**config.mk**
```make
export PLATFORM = sky130hd
export DESIGN_NAME = thresh_halver
export DESIGN_NICKNAME = d
export VERILOG_FILES = /design/src/rtl/halver_pkg.sv /design/src/rtl/halver_gain.sv /design/src/rtl/halver_cross.sv /design/src/rtl/halver_toggle.sv /design/src/rtl/thresh_halver.sv
export SDC_FILE = /design/constraint.sdc
export NUM_CORES = 1
export LEC_CHECK = 0
export ABC_AREA = 1
export BUFFER_PORTS_ARGS = -buffer_cell sky130_fd_sc_hd__clkbuf_2
export CAP_MARGIN = 20
export CORE_ASPECT_RATIO = 1.1
export CORE_MARGIN = 3
export CORE_UTILIZATION = 40
export CTS_CLUSTER_DIAMETER = 150
export CTS_CLUSTER_SIZE = 30
export DETAILED_ROUTE_END_ITERATION = 10
export PLACE_DENSITY = 0.61
export SYNTH_ARGS = -nofsm -noshare
export SYNTH_HDL_FRONTEND = slang
export SYNTH_SLANG_ARGS = --single-unit
```
**constraint.sdc**
```tcl
create_clock -name clk -period 2.4 [get_ports clk]
set_input_delay 0 -clock clk [delete_from_list [all_inputs] [get_ports clk]]
set_output_delay 0 -clock clk [all_outputs]
set_load 0.02 [all_outputs]
```
**src/rtl/halver_pkg.sv**
```systemverilog
package halver_pkg;

  // Classification of one accepted sample against the previous one.
  typedef enum logic [1:0] {
    LVL_PRIME = 2'd0,  // no history yet: only load
    LVL_HOLD  = 2'd1,  // same side as before
    LVL_RISE  = 2'd2,  // below -> at/above threshold
    LVL_FALL  = 2'd3   // at/above -> below threshold
  } level_evt_e;

endpackage

```
**src/rtl/halver_gain.sv**
```systemverilog
module halver_gain #(
  parameter int SAMPLE_W = 12,
  parameter int GAIN_W   = 4
) (
  input  logic signed [SAMPLE_W-1:0] sample,
  input  logic        [GAIN_W-1:0]   gain,
  output logic signed [SAMPLE_W-1:0] scaled
);

  localparam int PROD_W = SAMPLE_W + GAIN_W + 1;
  localparam logic signed [PROD_W-1:0] MAX_V = PROD_W'((2 ** (SAMPLE_W - 1)) - 1);
  localparam logic signed [PROD_W-1:0] MIN_V = -PROD_W'(2 ** (SAMPLE_W - 1));

  logic signed [PROD_W-1:0] prod;

  always_comb begin
    prod = PROD_W'(sample) * $signed({1'b0, gain});
    if (prod > MAX_V) begin
      scaled = MAX_V[SAMPLE_W-1:0];
    end else if (prod < MIN_V) begin
      scaled = MIN_V[SAMPLE_W-1:0];
    end else begin
      scaled = prod[SAMPLE_W-1:0];
    end
  end

endmodule

```
**src/rtl/halver_cross.sv**
```systemverilog
module halver_cross
  import halver_pkg::*;
#(
  parameter int SAMPLE_W = 12
) (
  input  logic                       clk,
  input  logic                       rst_n,
  input  logic                       take,
  input  logic signed [SAMPLE_W-1:0] scaled,
  input  logic signed [SAMPLE_W-1:0] threshold,
  output level_evt_e                 evt,
  output logic                       primed
);

  logic signed [SAMPLE_W-1:0] hist_q, hist_d;
  logic                       primed_d;
  logic                       now_hi, was_hi;

  always_comb begin
    now_hi = (scaled >= threshold);
    was_hi = (hist_q >= threshold);
    if (!primed) begin
      evt = LVL_PRIME;
    end else if (now_hi && !was_hi) begin
      evt = LVL_RISE;
    end else if (!now_hi && was_hi) begin
      evt = LVL_FALL;
    end else begin
      evt = LVL_HOLD;
    end
    hist_d   = take ? scaled : hist_q;
    primed_d = primed | take;
  end

  always_ff @(posedge clk or negedge rst_n) begin
    if (!rst_n) begin
      hist_q <= '0;
      primed <= 1'b0;
    end else begin
      hist_q <= hist_d;
      primed <= primed_d;
    end
  end

endmodule

```
**src/rtl/halver_toggle.sv**
```systemverilog
module halver_toggle
  import halver_pkg::*;
(
  input  logic       clk,
  input  logic       rst_n,
  input  logic       take,
  input  level_evt_e evt,
  output logic       out_valid,
  output logic       out_bit
);

  logic bit_d;

  always_comb begin
    bit_d = out_bit;
    if (take && (evt == LVL_RISE)) begin
      bit_d = ~out_bit;
    end
  end

  always_ff @(posedge clk or negedge rst_n) begin
    if (!rst_n) begin
      out_bit   <= 1'b0;
      out_valid <= 1'b0;
    end else begin
      out_bit   <= bit_d;
      out_valid <= take;
    end
  end

endmodule

```
**src/rtl/thresh_halver.sv**
```systemverilog
module thresh_halver
  import halver_pkg::*;
#(
  parameter int SAMPLE_W = 12,
  parameter int GAIN_W   = 4
) (
  input  logic                       clk,
  input  logic                       rst_n,
  input  logic                       in_valid,
  input  logic signed [SAMPLE_W-1:0] in_sample,
  input  logic signed [SAMPLE_W-1:0] threshold,
  input  logic        [GAIN_W-1:0]   gain,
  output logic                       out_valid,
  output logic                       out_bit
);

  logic signed [SAMPLE_W-1:0] scaled;
  level_evt_e                 evt;
  logic                       primed;

  halver_gain #(.SAMPLE_W(SAMPLE_W), .GAIN_W(GAIN_W)) u_gain (
    .sample (in_sample),
    .gain   (gain),
    .scaled (scaled)
  );

  halver_cross #(.SAMPLE_W(SAMPLE_W)) u_cross (
    .clk       (clk),
    .rst_n     (rst_n),
    .take      (in_valid),
    .scaled    (scaled),
    .threshold (threshold),
    .evt       (evt),
    .primed    (primed)
  );

  halver_toggle u_toggle (
    .clk       (clk),
    .rst_n     (rst_n),
    .take      (in_valid),
    .evt       (evt),
    .out_valid (out_valid),
    .out_bit   (out_bit)
  );

endmodule

```
# --- Word-level counts from Yosys, hierarchy flattened ---
# Index checks and enable logic that the tools add are counted.
op_classes:
  multipliers: 1
  order_cmp: 4
  eq_ne: 1
  n_mux: 5
  bitwise: 2
  reduce_logical: 5
ops:
  columns: ["op", "n"]
  rows:
  - [">= comparator 12 bit", 2]
  - ["two-way mux 12 bit", 2]
  - ["> comparator 17 x 12 -> 1 bit, second input constant", 1]
  - ["< comparator 17 x 12 -> 1 bit, second input constant", 1]
  - ["multiplier 12 x 5 -> 17 bit", 1]
  - ["two-way mux 2 bit", 3]
  - ["logical AND 1 bit", 3]
  - ["equality test 2 bit, second input constant", 1]
  - ["logical NOT 1 bit", 2]
  - ["NOT 1 bit", 1]
  - ["OR 1 bit", 1]
word_totals:
  reg_bits: 15
  input_bits: 31
  output_inout_bits: 2
  elab_cells: 22

# --- Longest topological paths before layout ---
# Gate-level depths: netlist (run 1).
logic_depth:
  word_depth: 12
  mapped_depth: 37
  ltp_nobuf: 35

# --- Modules after synthesis ---
# From an unflattened synthesis (run 1), not the netlist that was laid out.
hier_totals:
  hier_cells: 525
  hier_area_um2: 3485.8
by_module_without_submodules:
  columns: ["mod", "n_inst", "cells_each", "area_each_um2", "seq_area_each_um2"]
  rows:
  - ["halver_gain", 1, 371, 2222.1, 0.0]
  - ["halver_cross", 1, 144, 1179.9, 325.3]
  - ["halver_toggle", 1, 10, 83.8, 50.0]

# --- Worst setup path before layout (run 1) ---
# No wires, ideal clock.
synth_path:
  path_kind: "input to register"
  startpoint: "input gain[2]"
  endpoint: "register u_toggle.out_bit"
  setup_ns: 0.117
  arrival_ns: 4.173
  t_required_ns: 2.283
  setup_slack_ns: -1.890
  cell_stages: 34
  path_buffers: 2
  cell_sequence: "clkbuf_1 nand2_1 inv_1 ha_1 fa_1 inv_1 fa_1 inv_1 ha_1 nand2_2 inv_1 a21oi_2 nor2_1 nor2_2 nand2_1 nand2_1 nand2_1 nor2_1 nand2_1 nand2_2 buf_6 nand2_2 ha_1 nand2_1 nor2_1 nand3_1 nand3_1 nand2_1 nand3_1 inv_1 nor2_1 nand3_1 nand2_1 nand2_1"
synth_between:
  elab_chain_len: 12
  elab_cells_between_ends: 14
  classes_between: "mul (1); order compare (3); eq/ne (1); mux (5); reduce/logical (4)"
synth_rtl:
  columns: ["item", "line", "text"]
  rows:
  - ["start: declaration", "thresh_halver.sv:12", "input logic [GAIN_W-1:0] gain,"]
  - ["multiplier 12 x 5 -> 17 bit (*)", "halver_gain.sv:17", "prod = PROD_W'(sample) * $signed({1'b0, gain});"]
  - ["< comparator 17 x 12 -> 1 bit", "halver_gain.sv:20", "end else if (prod < MIN_V) begin"]
  - ["two-way mux 12 bit", "halver_gain.sv:20", null]
  - ["two-way mux 12 bit (*)", "halver_gain.sv:18", "if (prod > MAX_V) begin"]
  - ["named net scaled[9]", "thresh_halver.sv:17", "logic signed [SAMPLE_W-1:0] scaled;"]
  - [">= comparator 12 bit (*)", "halver_cross.sv:20", "now_hi = (scaled >= threshold);"]
  - ["logical NOT 1 bit", "halver_cross.sv:26", "end else if (!now_hi && was_hi) begin"]
  - ["logical AND 1 bit", "halver_cross.sv:26", null]
  - ["two-way mux 2 bit", "halver_cross.sv:26", null]
  - ["two-way mux 2 bit (*)", "halver_cross.sv:24", "end else if (now_hi && !was_hi) begin"]
  - ["two-way mux 2 bit (*)", "halver_cross.sv:22", "if (!primed) begin"]
  - ["equality test 2 bit (*)", "halver_toggle.sv:16", "if (take && (evt == LVL_RISE)) begin"]
  - ["logical AND 1 bit (*)", "halver_toggle.sv:16", null]
  - ["end signal: assignment", "halver_toggle.sv:26", "out_bit <= bit_d;"]
  - ["end: declaration", "halver_toggle.sv:9", "output logic out_bit"]
# The timed path passes the listed nets; every way through them passes the cells marked *.
# A chain may end at the register's enable or synchronous reset.

# --- Worst setup path in the final report (run 1) ---
layout_path:
  startpoint: "input gain[3]"
  endpoint: "register u_toggle.out_bit"
# Same word-level chain as after synthesis.

==> impl_metrics.toml, run 1 <==
[drt]
routedWlPerCell_um = 11.05
dr.pass1.iters = 4
via_per_inst = 4.597
drc = 0
drt-total-wl_mm = 8.064
num_vias = 3356
drt_iter0_markers = 63
ant_nets = 0

[clock_tree]
root_buffer = "clkbuf_8"
htree_num_levels = 1
cts_sinks = 15
clkLatencyLatePin_ps = 250
clk_pin_slew_worst_paths_ps = 60
clock_path_buffers = 2
cts_tree = "built"
cts_buffers = 3

[grt]
grtUsageMet3_pct = 0.6569
grt_usage_pct = 17.51
grt_use_met1_pct = 20.07
grt_pass1_vias = 3473
grt_remaining_overflow = 0
grt_max_degree = 17
grt_pass1_wl_mm = 14.12
grt_antenna_before_repair = 0
grt_use_met2_pct = 36.10
grt.busiest_layer = "met2"

[setup_path]
end_kind = "flop"
crit_required_ps = 2530
crit_type = "primary input to flop"
slowest_stage = "fa_1"
cp-start-kind = "primary input"
critPathMaxStageDelay_ps = 520
crit_path_max_fanout = 8
crit_arrival_ps = 4300

[synth]
ys_warn_count = 0
synth-seq-cells = 15
synth_area_per_cell_um2 = 6.544
yosysSeqAreaShare_pct = 11.01
synth_area_um2 = 3410
synthesis.nets = 633
ys_types = 26
synth_cells = 521

[sta]
layout_setup_ws_ps = -1763
report.final.slew_viol_count = 0
setup_violations = 13
rsz0062_at_grt = "yes"
maxSlewHeadroom_pct = 73.84
timing.fmax_mhz = 240.2
hold_violations = 0
tightest_slew_ps = 392.0
skew_ps = 5.874
period_minus_slack_ps = 4163
fin_crit_sh_pct = 173.5

[floorplan]
die_height_um = 102.8
core.rowCount = 34
die_area_um2 = 9669
die_w_um = 94.03
pin_count = 33
coreArea_um2 = 8083
initial_core_util_pct = 42.18

[place]
dpl.hpwl_mm = 6.790
globalplace.congestion = 0.8161
placed_cell_area_um2 = 4482
io_buffers = 32

[job]
max_cap_viol_count = 0

[pwr]
total_power_w = 0.003767
p_leak_nw = 2.919
vdd_drop_max_mv = 0.3566
power_density_nw_per_um2 = 751.8

[status]
outcome = "finished, violations left"
violations = "negative setup slack"

[finish]
drive_gt1_share_pct = 38.91
finish.instance_area_um2 = 5011
most-common-layout-cells = "135 x nand2_1, 114 x inv_1, 64 x buf_4"
nets = 735
area_growth_pct = 46.97
antenna_cells = 0
layout_commonest_cell = "nand2_1"
final.fill_count = 774

[min_path]
hold_path_class = "primary input to flop"
metrics by stage:
stage	utilization (%)	setup slack [ps]	instances	setup TNS (ps)	hold WS [ps]
2_1_floorplan	-	-1573	521	-8712	-295.6
3_3_place_gp	55.45	-2189	714	-15540	-66.10
3_5_place_dp	55.45	-2232	714	-15820	-60.76
4_1_cts	60.29	-1647	728	-10050	101.3
5_1_grt	62.00	-2052	730	-13920	122.9
6_report	62.00	-1763	730	-11300	104.0
routing by layer:
metal	vias to the layer above	routed length, um	share of wire (%)
met3	6	151	1.9
li1	1763	-	-
met4	0	59	0.73
met2	35	4475	55
met5	-	0	0
met1	1552	3377	42
cells by family after synthesis:
family,share of synthesized area [%]
DFF,11.01
buffers and inverters,16.11
xor gates and xnor gates,2.569
AOI/OAI and AO/OA,4.881
adders and majority gates,35.23
and+or+nand+nor,30.20
power breakdown:
group | total (W) | leakage, nW | switching [W] | internal [W]
clock | 0.000206 | 0.0228 | 0.0000883 | 0.000118
sequential | 0.000411 | 0.174 | 0.0000608 | 0.000350
combinational | 0.00315 | 2.72 | 0.00163 | 0.00152
total | 0.00377 | 2.92 | 0.00178 | 0.00198
worst paths after layout:
kind / slack, ps / end / depth (start not counted) / from
min in group asynchronous: 190 / u_cross.hist_q[2] / 2 / rst_n
max in group asynchronous: 1930 / u_cross.primed / 2 / rst_n
hold / removal: 100 / u_toggle.out_valid / 1 / in_valid
setup / recovery: -1760 / u_toggle.out_bit / 35 / gain[3]
hold reg to reg: 470 / u_cross.hist_q[0] / 2 / u_cross.hist_q[0]
setup reg to reg: 710 / u_toggle.out_bit / 13 / u_cross.hist_q[1]
layout make-up:
class | count | area, um^2 | share of cell area (%)
clock buffers | 4 | 45.04 | 0.8989
multi-input cells | 365 | 3157 | 63.00
inverters | 134 | 505.5 | 10.09
well taps | 108 | 135.1 | 2.697
flip-flops and latches | 15 | 375.4 | 7.491
repair buffers | 104 | 793.3 | 15.83
synth_stat cells, drive strengths merged:
cell | instances | area share (%)
nand2 | 188 | 22
inv | 134 | 15
ha | 56 | 21
fa | 25 | 15
nand3 | 23 | 3.8
a21oi | 21 | 3.4
nor2 | 20 | 2.3
dfrtp | 15 | 11
nand4 | 8 | 1.5
xor2 | 6 | 1.5
clkbuf | 5 | 0.55
o21ai | 4 | 0.59
xnor2 | 4 | 1.0
buf | 3 | 0.81
o21bai | 2 | 0.44
or2 | 2 | 0.37
a21o | 1 | 0.22
and2 | 1 | 0.18
nand3b | 1 | 0.22
nor3 | 1 | 0.15
o21a | 1 | 0.22
state kept, by name, indices dropped and copies added, names as in the netlist:
| register | count |
|---|---|
| u_cross.hist_q | 12 |
| u_cross.primed | 1 |
| u_toggle.out_bit | 1 |
| u_toggle.out_valid | 1 |
worst max-delay path: cells and delay by family:
| kind | cells | cell delay (ps) |
|---|---|---|
| AO/OA/AOI/OAI | 2 | 300 |
| buffers and inverters | 7 | 610 |
| adder cells (fa/ha/maj) | 5 | 1800 |
| AND/OR/NAND/NOR | 21 | 1590 |
what timing repair did:
item / 4_1_cts / 5_1_grt
setup endpoints to repair: 13 / 13
hold buffers: 1 / 0
cloned: 1 / 0
hold endpoints to repair: 15 / 0
buffers inserted: 8 / 2
resized for setup: 63 / 27
pin swaps: 50 / 24
Note: power is estimated with default switching activity, not from simulation.
==> inputs of run 2 (changes only) <==
==> constraint.sdc (replaced) <==
create_clock -name clk -period 4.6 [get_ports clk]
set_input_delay 0 -clock clk [delete_from_list [all_inputs] [get_ports clk]]
set_output_delay 0 -clock clk [all_outputs]
set_load 0.02 [all_outputs]
==> run 2 against run 1 <==
Net effect:
- the run now ends clean
- critical path depth fell by 2
- global-route usage fell by 0.86 points
- combinational power fell by 63%
- critical endpoint unchanged
==> impl_metrics.toml, run 2 (synthesis gave the netlist of run 1 again) <==
[grt]
grt_max_degree = 17
grt_pass1_wl_mm = 13.26
grt_remaining_overflow = 0
grt_usage_pct = 16.66
grt_pass1_vias = 3143
grt_antenna_before_repair = 0

[pwr]
p_leak_nw = 2.660
vdd_drop_max_mv = 0.1228
power_density_nw_per_um2 = 363.3
total_power_w = 0.001496

[finish]
area_growth_pct = 20.77
stdcell_count = 693
final.fill_count = 836
antenna_cells = 0
layout_commonest_cell = "nand2_1"
largest-register = "u_cross.hist_q"
most-common-layout-cells = "166 x nand2_1, 133 x inv_1, 48 x ha_1"
drive_gt1_share_pct = 20.17
largest_reg_flops = 12
final_util_pct = 50.94
nets = 698

[floorplan]
die_w_um = 94.03
core.rowCount = 34
coreArea_um2 = 8083
die_area_um2 = 9669
initial_core_util_pct = 42.18
pin_count = 33
die_height_um = 102.8

[status]
outcome = "finished, final reports clean"

[clock_tree]
cts_buffers = 3
clkLatencyLatePin_ps = 260
clk_pin_slew_worst_paths_ps = 70
htree_num_levels = 1
clock_path_buffers = 2
cts_sinks = 15
cts_tree = "built"
root_buffer = "clkbuf_8"

[drt]
dr.pass1.iters = 4
ant_nets = 0
via_per_inst = 4.580
dr_wl_met3_um = 168
num_vias = 3174
drc = 0
routedWlPerCell_um = 10.62
drt_iter0_markers = 71
route.met2.wl_mm = 3.822
drt-total-wl_mm = 7.360
wl_met1_mm = 3.251
highest_layer = "met4"

[setup_path]
r2r-end = "u_toggle.out_bit"
r2r-start = "u_cross.hist_q[1]"
crit_required_ps = 4750
end_kind = "flop"
cp-start-kind = "primary input"
regToRegSetupSlack_ps = 2890
slowest_stage = "fa_1"
crit_type = "primary input to flop"
cpMostUsedCell = "nand2_1"
crit_path_max_fanout = 11
crit_arrival_ps = 4380
critPathMaxStageDelay_ps = 540
endpoint = "u_toggle.out_bit"
r2r_cells = 13
cp-startpoint = "gain[2]"

[sta]
skew_ps = 5.101
maxSlewHeadroom_pct = 69.39
report.final.slew_viol_count = 0
fin_crit_sh_pct = 91.94
setup_violations = 0
rsz0062_at_grt = "no"
tightest_slew_ps = 458.6
hold_violations = 0
timing.fmax_mhz = 236.4
period_minus_slack_ps = 4229

[place]
globalplace.congestion = 0.8865
dpl.hpwl_mm = 6.449
io_buffers = 32
placed_cells = 686

[job]
max_cap_viol_count = 0

[min_path]
hold_path_class = "primary input to flop"
run 2: worst min-delay path by stage:
stage,start,to,cells past startpoint
final,in_valid,u_toggle.out_valid,1
after floorplan,rst_n,u_cross.hist_q[0],0
after detailed placement,rst_n,u_cross.hist_q[2],1
after CTS,in_valid,u_toggle.out_valid,1
after global routing,in_valid,u_toggle.out_valid,1
after global placement,rst_n,u_cross.hist_q[2],1
run 2: metal layers:
| metal | global-route usage, % | vias up |
|---|---|---|
| li1 | - | 1681 |
| met5 | 0 | - |
| met1 | 19.63 | 1442 |
| met4 | 4.667 | 0 |
| met2 | 32.66 | 40 |
| met3 | 0.6569 | 11 |
run 2: critical path: cells and delay by family:
family	cells	cell delay (ps)
compound gates	1	60
simple gates	19	1780
fa+ha+maj	5	1920
buf+inv	8	630
run 2: timing repair:
action,CTS,global route
gates resized for setup,0,32
hold endpoints to repair,15,0
endpoints found under the setup margin,0,1
setup buffers,0,1
hold buffers,1,0
run 2: metrics by stage:
step | worst slack, ps | area, um^2 | setup TNS, ps | hold slack [ps]
4_1_cts | 55.66 | 3963 | 0 | 100.4
3_5_place_dp | -204.6 | 3906 | -204.6 | -55.67
3_3_place_gp | -148.1 | 3906 | -148.1 | -58.88
6_report | 370.6 | 4118 | 0 | 83.09
5_1_grt | 2.533 | 4118 | 0 | 119.8
2_1_floorplan | 310.1 | 3410 | 0 | -295.6
run 2: cell type report:
cell class	count	area, um^2	area share, %
clock buffer	3	41.29	1.003
tap	108	135.1	3.282
sequential	15	375.4	9.116
clock inverter	1	5.005	0.1215
inverter	134	503.0	12.22
timing repair buffer	67	430.4	10.45
multi-input combinational	365	2628	63.81
run 2: power breakdown:
part           total [W]  switching [W]  internal, W
Clock           0.000111      0.0000504    0.0000602
Combinational    0.00117       0.000648     0.000526
Sequential      0.000211      0.0000288     0.000183
